[src/rtl/pwmacc_pkg.sv]
package pwmacc_pkg;
    localparam int          EN_BIT    = 31;
    localparam int          REQ_BIT   = 30;
    localparam int          STEP_LSB  = 8;
    localparam int          THR_W     = 8;
    localparam int          CH_STRIDE = 32'h400;
    localparam logic [7:0]  THR_NEVER = 8'hFF;
endpackage

[src/rtl/pwmacc_regs.sv]
module pwmacc_regs
    import pwmacc_pkg::*;
#(
    parameter int BU_W     = 8,
    parameter int ADDR_W   = 12,
    parameter int CH_INDEX = 0
) (
    input  logic              clk,
    input  logic              rst_n,
    input  logic [ADDR_W-1:0] addr,
    input  logic              wr_en,
    input  logic [31:0]       wr_data,
    input  logic              commit,
    output logic              en_o,
    output logic              req_o,
    output logic [BU_W-1:0]   step_o,
    output logic [7:0]        thr_o,
    output logic [31:0]       rd_data
);
    localparam logic [ADDR_W-1:0] MY_ADDR = ADDR_W'(CH_INDEX * CH_STRIDE);

    typedef struct packed {
        logic            en;
        logic            req;
        logic [BU_W-1:0] step;
        logic [7:0]      thr;
    } shadow_t;

    shadow_t shd_q, shd_d;
    logic    hit;
    logic    wr_hit;
    logic    unused_bits;

    assign unused_bits = ^wr_data[REQ_BIT-1:STEP_LSB+BU_W];

    always_comb begin
        hit    = (addr == MY_ADDR);
        wr_hit = wr_en && hit;
        shd_d  = shd_q;
        if (commit) begin
            shd_d.req = 1'b0;
        end
        if (wr_hit) begin
            shd_d.en   = wr_data[EN_BIT];
            shd_d.step = wr_data[STEP_LSB +: BU_W];
            shd_d.thr  = wr_data[THR_W-1:0];
            if (wr_data[REQ_BIT]) begin
                shd_d.req = 1'b1;
            end
        end
        rd_data = '0;
        if (hit) begin
            rd_data[EN_BIT]              = shd_q.en;
            rd_data[REQ_BIT]             = shd_q.req;
            rd_data[STEP_LSB +: BU_W]    = shd_q.step;
            rd_data[THR_W-1:0]           = shd_q.thr;
        end
    end

    always_ff @(posedge clk or negedge rst_n) begin
        if (!rst_n) shd_q <= '0;
        else        shd_q <= shd_d;
    end

    assign en_o   = shd_q.en;
    assign req_o  = shd_q.req;
    assign step_o = shd_q.step;
    assign thr_o  = shd_q.thr;

    AST_PEND_HOLDS: assert property (@(posedge clk) disable iff (!rst_n)
        shd_q.req && !commit |=> shd_q.req);

    AST_MISS_IGNORED: assert property (@(posedge clk) disable iff (!rst_n)
        wr_en && (addr != MY_ADDR) && !commit |=> $stable(shd_q));

    AST_REQ_CLEARED: assert property (@(posedge clk) disable iff (!rst_n)
        commit && !(wr_hit && wr_data[REQ_BIT]) |=> !shd_q.req);
endmodule

[src/rtl/pwmacc_phase.sv]
module pwmacc_phase #(
    parameter int BU_W = 8
) (
    input  logic            clk,
    input  logic            rst_n,
    input  logic            en,
    input  logic            pend,
    input  logic [BU_W-1:0] step_shd,
    input  logic [7:0]      thr_shd,
    output logic            commit,
    output logic            run,
    output logic [7:0]      top,
    output logic [7:0]      thr_act
);
    localparam int ACC_W = BU_W + 8;

    typedef struct packed {
        logic             run;
        logic [ACC_W-1:0] acc;
        logic [BU_W-1:0]  step;
        logic [7:0]       thr;
    } phase_t;

    phase_t         ph_q, ph_d;
    logic [ACC_W:0] sum;
    logic           start;

    always_comb begin
        ph_d  = ph_q;
        sum   = {1'b0, ph_q.acc} + (ACC_W + 1)'(ph_q.step);
        start = 1'b0;
        if (!en) begin
            ph_d.run = 1'b0;
            ph_d.acc = '0;
        end else if (!ph_q.run) begin
            ph_d.run = 1'b1;
            ph_d.acc = '0;
            start    = 1'b1;
        end else begin
            ph_d.acc = sum[ACC_W-1:0];
            start    = sum[ACC_W];
        end
        commit = start && pend;
        if (commit) begin
            ph_d.step = step_shd;
            ph_d.thr  = thr_shd;
        end
    end

    always_ff @(posedge clk or negedge rst_n) begin
        if (!rst_n) ph_q <= '0;
        else        ph_q <= ph_d;
    end

    assign run     = ph_q.run;
    assign top     = ph_q.acc[ACC_W-1 -: 8];
    assign thr_act = ph_q.thr;

    AST_IDLE_ZERO: assert property (@(posedge clk) disable iff (!rst_n)
        !en |=> (ph_q.acc == '0) && !ph_q.run);

    AST_ACTIVE_HOLD: assert property (@(posedge clk) disable iff (!rst_n)
        !commit |=> $stable(ph_q.step) && $stable(ph_q.thr));

    AST_START_PHASE: assert property (@(posedge clk) disable iff (!rst_n)
        $rose(ph_q.run) |-> (ph_q.acc == '0));
endmodule

[src/rtl/pwmacc_cmp.sv]
module pwmacc_cmp
    import pwmacc_pkg::*;
(
    input  logic       run,
    input  logic [7:0] top,
    input  logic [7:0] thr,
    output logic       out
);
    always_comb begin
        out = run && (thr != THR_NEVER) && (top >= thr);
    end
endmodule

[src/rtl/pwmacc_channel.sv]
module pwmacc_channel
    import pwmacc_pkg::*;
#(
    parameter int BU_W     = 8,
    parameter int ADDR_W   = 12,
    parameter int CH_INDEX = 0
) (
    input  logic              clk,
    input  logic              rst_n,
    input  logic [ADDR_W-1:0] bus_addr,
    input  logic              bus_wr_en,
    input  logic [31:0]       bus_wr_data,
    output logic [31:0]       bus_rd_data,
    output logic              pwm_out
);
    logic            en_shd;
    logic            req_shd;
    logic [BU_W-1:0] step_shd;
    logic [7:0]      thr_shd;
    logic            commit;
    logic            run;
    logic [7:0]      top;
    logic [7:0]      thr_act;

    pwmacc_regs #(.BU_W(BU_W), .ADDR_W(ADDR_W), .CH_INDEX(CH_INDEX)) regs_i (
        .clk     (clk),
        .rst_n   (rst_n),
        .addr    (bus_addr),
        .wr_en   (bus_wr_en),
        .wr_data (bus_wr_data),
        .commit  (commit),
        .en_o    (en_shd),
        .req_o   (req_shd),
        .step_o  (step_shd),
        .thr_o   (thr_shd),
        .rd_data (bus_rd_data)
    );

    pwmacc_phase #(.BU_W(BU_W)) phase_i (
        .clk      (clk),
        .rst_n    (rst_n),
        .en       (en_shd),
        .pend     (req_shd),
        .step_shd (step_shd),
        .thr_shd  (thr_shd),
        .commit   (commit),
        .run      (run),
        .top      (top),
        .thr_act  (thr_act)
    );

    pwmacc_cmp cmp_i (
        .run (run),
        .top (top),
        .thr (thr_act),
        .out (pwm_out)
    );

    AST_LOW_WHEN_IDLE: assert property (@(posedge clk) disable iff (!rst_n)
        !run |-> !pwm_out);

    AST_NEVER_HIGH: assert property (@(posedge clk) disable iff (!rst_n)
        (thr_act == THR_NEVER) |-> !pwm_out);

    AST_ALWAYS_HIGH: assert property (@(posedge clk) disable iff (!rst_n)
        run && (thr_act == 8'h00) |-> pwm_out);
endmodule

[config.mk]
export PLATFORM = sky130hd
export DESIGN_NAME = pwmacc_channel
export DESIGN_NICKNAME = d
export VERILOG_FILES = /design/src/rtl/pwmacc_pkg.sv /design/src/rtl/pwmacc_regs.sv /design/src/rtl/pwmacc_phase.sv /design/src/rtl/pwmacc_cmp.sv /design/src/rtl/pwmacc_channel.sv
export SDC_FILE = /design/constraint.sdc
export NUM_CORES = 1
export LEC_CHECK = 0
export BUFFER_PORTS_ARGS = -buffer_cell sky130_fd_sc_hd__buf_2
export CORE_AREA = 2 2 82 84
export CTS_CLUSTER_SIZE = 30
export DETAILED_ROUTE_END_ITERATION = 8
export DIE_AREA = 0 0 84 86
export HOLD_SLACK_MARGIN = 0.12
export PLACE_DENSITY_LB_ADDON = 0.2
export SYNTH_ARGS = -nofsm -noshare
export SYNTH_HDL_FRONTEND = slang
export SYNTH_HIERARCHICAL = 1
export SYNTH_SLANG_ARGS = --single-unit
[constraint.sdc]
create_clock -name clk -period 3.4 [get_ports clk]
set_input_delay 0.34 -clock clk [delete_from_list [all_inputs] [get_ports clk]]
set_output_delay 0.34 -clock clk [all_outputs]
set_load 0.03 [all_outputs]
==> flow_summary.yaml <==
clock_network:
  clkLatencyLatePin_ns: 0.30
  cts_resized: 0
  hold_buffers: 1
  cts.clk_slew.worst_paths_ns: 0.09
  htreeDepth: 2
  cts_root_buf: "clkbuf_8"
  clock_sinks: 51
  post_cts_buffers: 0
  cts_tree: "yes"
  numCtsBuffers: 5
  clockBufferDepth: 2
logic_synthesis:
  yosys.cell_types.count: 50
  ys_seq_area_share_pct: 42.4
  synthTopCellsByArea: "dfrtp_1 42%, mux2_4 9.5%, buf_4 7.5%"
  syn_area_um2: 3010
  syn_inst: 264
  synth.avg_cell_area_um2: 11.4
  yosysWarningCount: 6
  synth_ff_type: "dfrtp_1"
  synthArstFlopShare_pct: 100
  ys_ff_latch: 51
  synth_top_cell_by_area: "dfrtp_1"
  synth_edf_count: 0
  yosysTopAreaCellShare_pct: 42.4
floorplanning:
  start_util_pct: 47.9
  die_area_um2: 7220
  num_rows: 29
  fp.dieH_um: 86
  core_um2: 6280
  pin_count: 80
  die_x_um: 84
power_and_ir_drop:
  intPower_mw: 0.862
  p_comb_share_pct: 5.1
  clockPowerShare_pct: 39.6
  switching_share_pct: 21.6
  seq_power_share_pct: 55.3
  switchingPower_mw: 0.237
  leakagePower_nw: 1.72
  ir_drop_mv: 0.279
  power_density_nw_per_um2: 336
worst_setup_path:
  crit_path_end_kind: "register"
  reg2reg_depth: 9
  critPathKind: "reg -> reg"
  reg2reg_setup_slack_ns: 0.67
  cp.required_ns: 3.58
  startpoint_type: "register"
  crit_arrival_ns: 2.91
  r2r_start: "phase_i/ph_q[8]$_DFFE_PN0P_"
  crit_path_max_fanout: 17
  worstReg2RegEnd: "phase_i/ph_q[15]$_DFFE_PN0P_"
grt:
  grt_max_degree: 29
  antenna_found_initial: 0
  grtUsageTotal_pct: 15.0
  grt_pass1_vias: 1861
  grt_first_pass_wirelength_um: 8740
  grt.overflow.total: 0
placement:
  place_congestion: 0.740
  dp_cells: 371
  io_buffer_count: 51
  dp_hpwl_um: 3840
routing:
  vias_per_cell: 4.98
  drt_first_pass_iters: 4
  wl_per_cell_um: 13.3
  num_vias: 1894
  wl_um: 5040
  drc: 0
  ant_nets: 0
  first_iter_violations: 47
sta:
  finClkSkew_ns: 0.00738
  slew_headroom_pct: 63.6
  tightest_slew_ns: 0.543
  rsz0062_at_grt: "false"
  tns_ns: 0
  finalHoldViolCount: 0
  post-route-period-util_pct: 80.2
  final-max-slew-violation-count: 0
  max_freq_mhz: 367
  fin_crit_ns: 2.73
  setup_viol: 0
cells_and_area:
  drive_gt1_share_pct: 36.3
  nets: 366
  post-route-util_pct: 52.2
  fin_cells: 380
  areaGrowthSynthToFinish_pct: 8.95
  diodes: 0
hold_path:
  hold_path.startpoint: "bus_wr_data[0]"
  hold_class: "in -> reg"
  hold_depth: 2
  hold_end: "regs_i/thr_o[0]$_DFFE_PN0P_"
outcome:
  run_status: "completed"
job:
  cap_viol_max_count: 0
==> kinds of logic (layout without fill, tap and decap cells) <==
| family | Yosys count | count (layout) | share of synthesized area, % |
|---|---|---|---|
| fa+ha+maj | 17 | 17 | 7.32 |
| other cells | 1 | 14 | 0.125 |
| mux | 34 | 34 | 15.1 |
| compound gates | 37 | 37 | 9.40 |
| flops | 51 | 51 | 42.4 |
| buf+inv | 50 | 76 | 10.9 |
| simple gates | 68 | 68 | 13.0 |
| xor+xnor | 6 | 6 | 1.75 |
==> per-layer routing <==
layer	GRT usage, %	up-vias	share of wire [%]
met5	0	-	0
met4	4.40	0	1.3
met3	2.98	5	4.6
met2	24.2	52	46
met1	20.5	886	48
li1	-	951	-
==> power by group through the flow <==
stage                     clock [mW]  combinational (mW)  sequential [mW]
final                          0.436              0.0561            0.608
after detailed placement           0              0.0565            0.620
after floorplan                    0              0.0361            0.620
after global routing           0.478              0.0626            0.608
after CTS                      0.449              0.0574            0.608
after global placement             0              0.0560            0.620
==> Yosys cell counts, types with 4 or more instances <==
cell type	count
buf_4	30
xor2_1	5
nand2_1	11
and2_1	19
nor2_1	14
nand4_1	4
inv_1	14
mux2_2	14
a21oi_1	9
dfrtp_1	51
ha_1	16
mux2_4	19
==> cell usage in the layout, fill, tap and decap left out, drive strengths merged, types with 4 or more instances in the layout <==
cell | synthesis | routed
buf | 33 | 53
dfrtp | 51 | 51
mux2 | 33 | 33
and2 | 19 | 19
ha | 16 | 16
nor2 | 15 | 15
inv | 14 | 14
conb | 1 | 14
nand2 | 11 | 11
a21oi | 10 | 10
clkbuf | 3 | 6
o21ai | 6 | 6
xor2 | 5 | 5
nand4 | 5 | 5
a21o | 4 | 4
o211ai | 4 | 4
==> metrics by stage <==
| stage | worst slack, ns | hold slack (ns) | power [mW] | cell area [um2] |
|---|---|---|---|---|
| after CTS | 0.620 | 0.256 | 1.11 | 3280 |
| after floorplan | 0.958 | 0.0444 | 0.656 | 3060 |
| after global routing | 0.543 | 0.250 | 1.15 | 3280 |
| after detailed placement | 0.631 | 0.341 | 0.676 | 3150 |
| final | 0.673 | 0.264 | 1.10 | 3280 |
| after global placement | 0.677 | 0.347 | 0.676 | 3150 |
==> flip-flops by register name, summed over array words and instances (netlist names) <==
| name | count |
|---|---|
| phase_i/ph_q | 16 |
| phase_i/run | 1 |
| phase_i/thr_act | 8 |
| phase_i/top | 8 |
| regs_i/en_o | 1 |
| regs_i/req_o | 1 |
| regs_i/step_o | 8 |
| regs_i/thr_o | 8 |
==> worst max path at each step <==
stage / start / endpoint / slack, ns / cells after the start
2_1_floorplan: phase_i/ph_q[8]$_DFFE_PN0P_ / phase_i/ph_q[10]$_DFFE_PN0P_ / 0.96 / 9
3_3_place_gp: phase_i/ph_q[8]$_DFFE_PN0P_ / phase_i/thr_act[1]$_DFFE_PN0P_ / 0.68 / 9
3_5_place_dp: phase_i/ph_q[8]$_DFFE_PN0P_ / phase_i/thr_act[3]$_DFFE_PN0P_ / 0.63 / 9
4_1_cts: phase_i/ph_q[8]$_DFFE_PN0P_ / phase_i/ph_q[15]$_DFFE_PN0P_ / 0.62 / 9
5_1_grt: phase_i/ph_q[8]$_DFFE_PN0P_ / phase_i/thr_act[3]$_DFFE_PN0P_ / 0.54 / 9
6_report: phase_i/ph_q[8]$_DFFE_PN0P_ / phase_i/ph_q[15]$_DFFE_PN0P_ / 0.67 / 9
==> worst max-delay path: stages (launching register included) <==
cell and delay (ns):
dfrtp_1 0.37, ha_1 0.18, inv_1 0.06, fa_1 0.38
nand2b_1 0.22, a211oi_2 0.35, o2111ai_2 0.22, a21oi_4 0.17
buf_4 0.29, mux2_2 0.37
==> final cells by class <==
cell class	instances	area, um2
inverters	14	52.6
fillers	567	3000
clock buffers	6	82.6
multi-input cells	176	1450
well taps	77	96.3
clock inverters	2	35.0
repair buffers	54	280
flip-flops and latches	51	1280
Power figures use the tool's default switching activity.
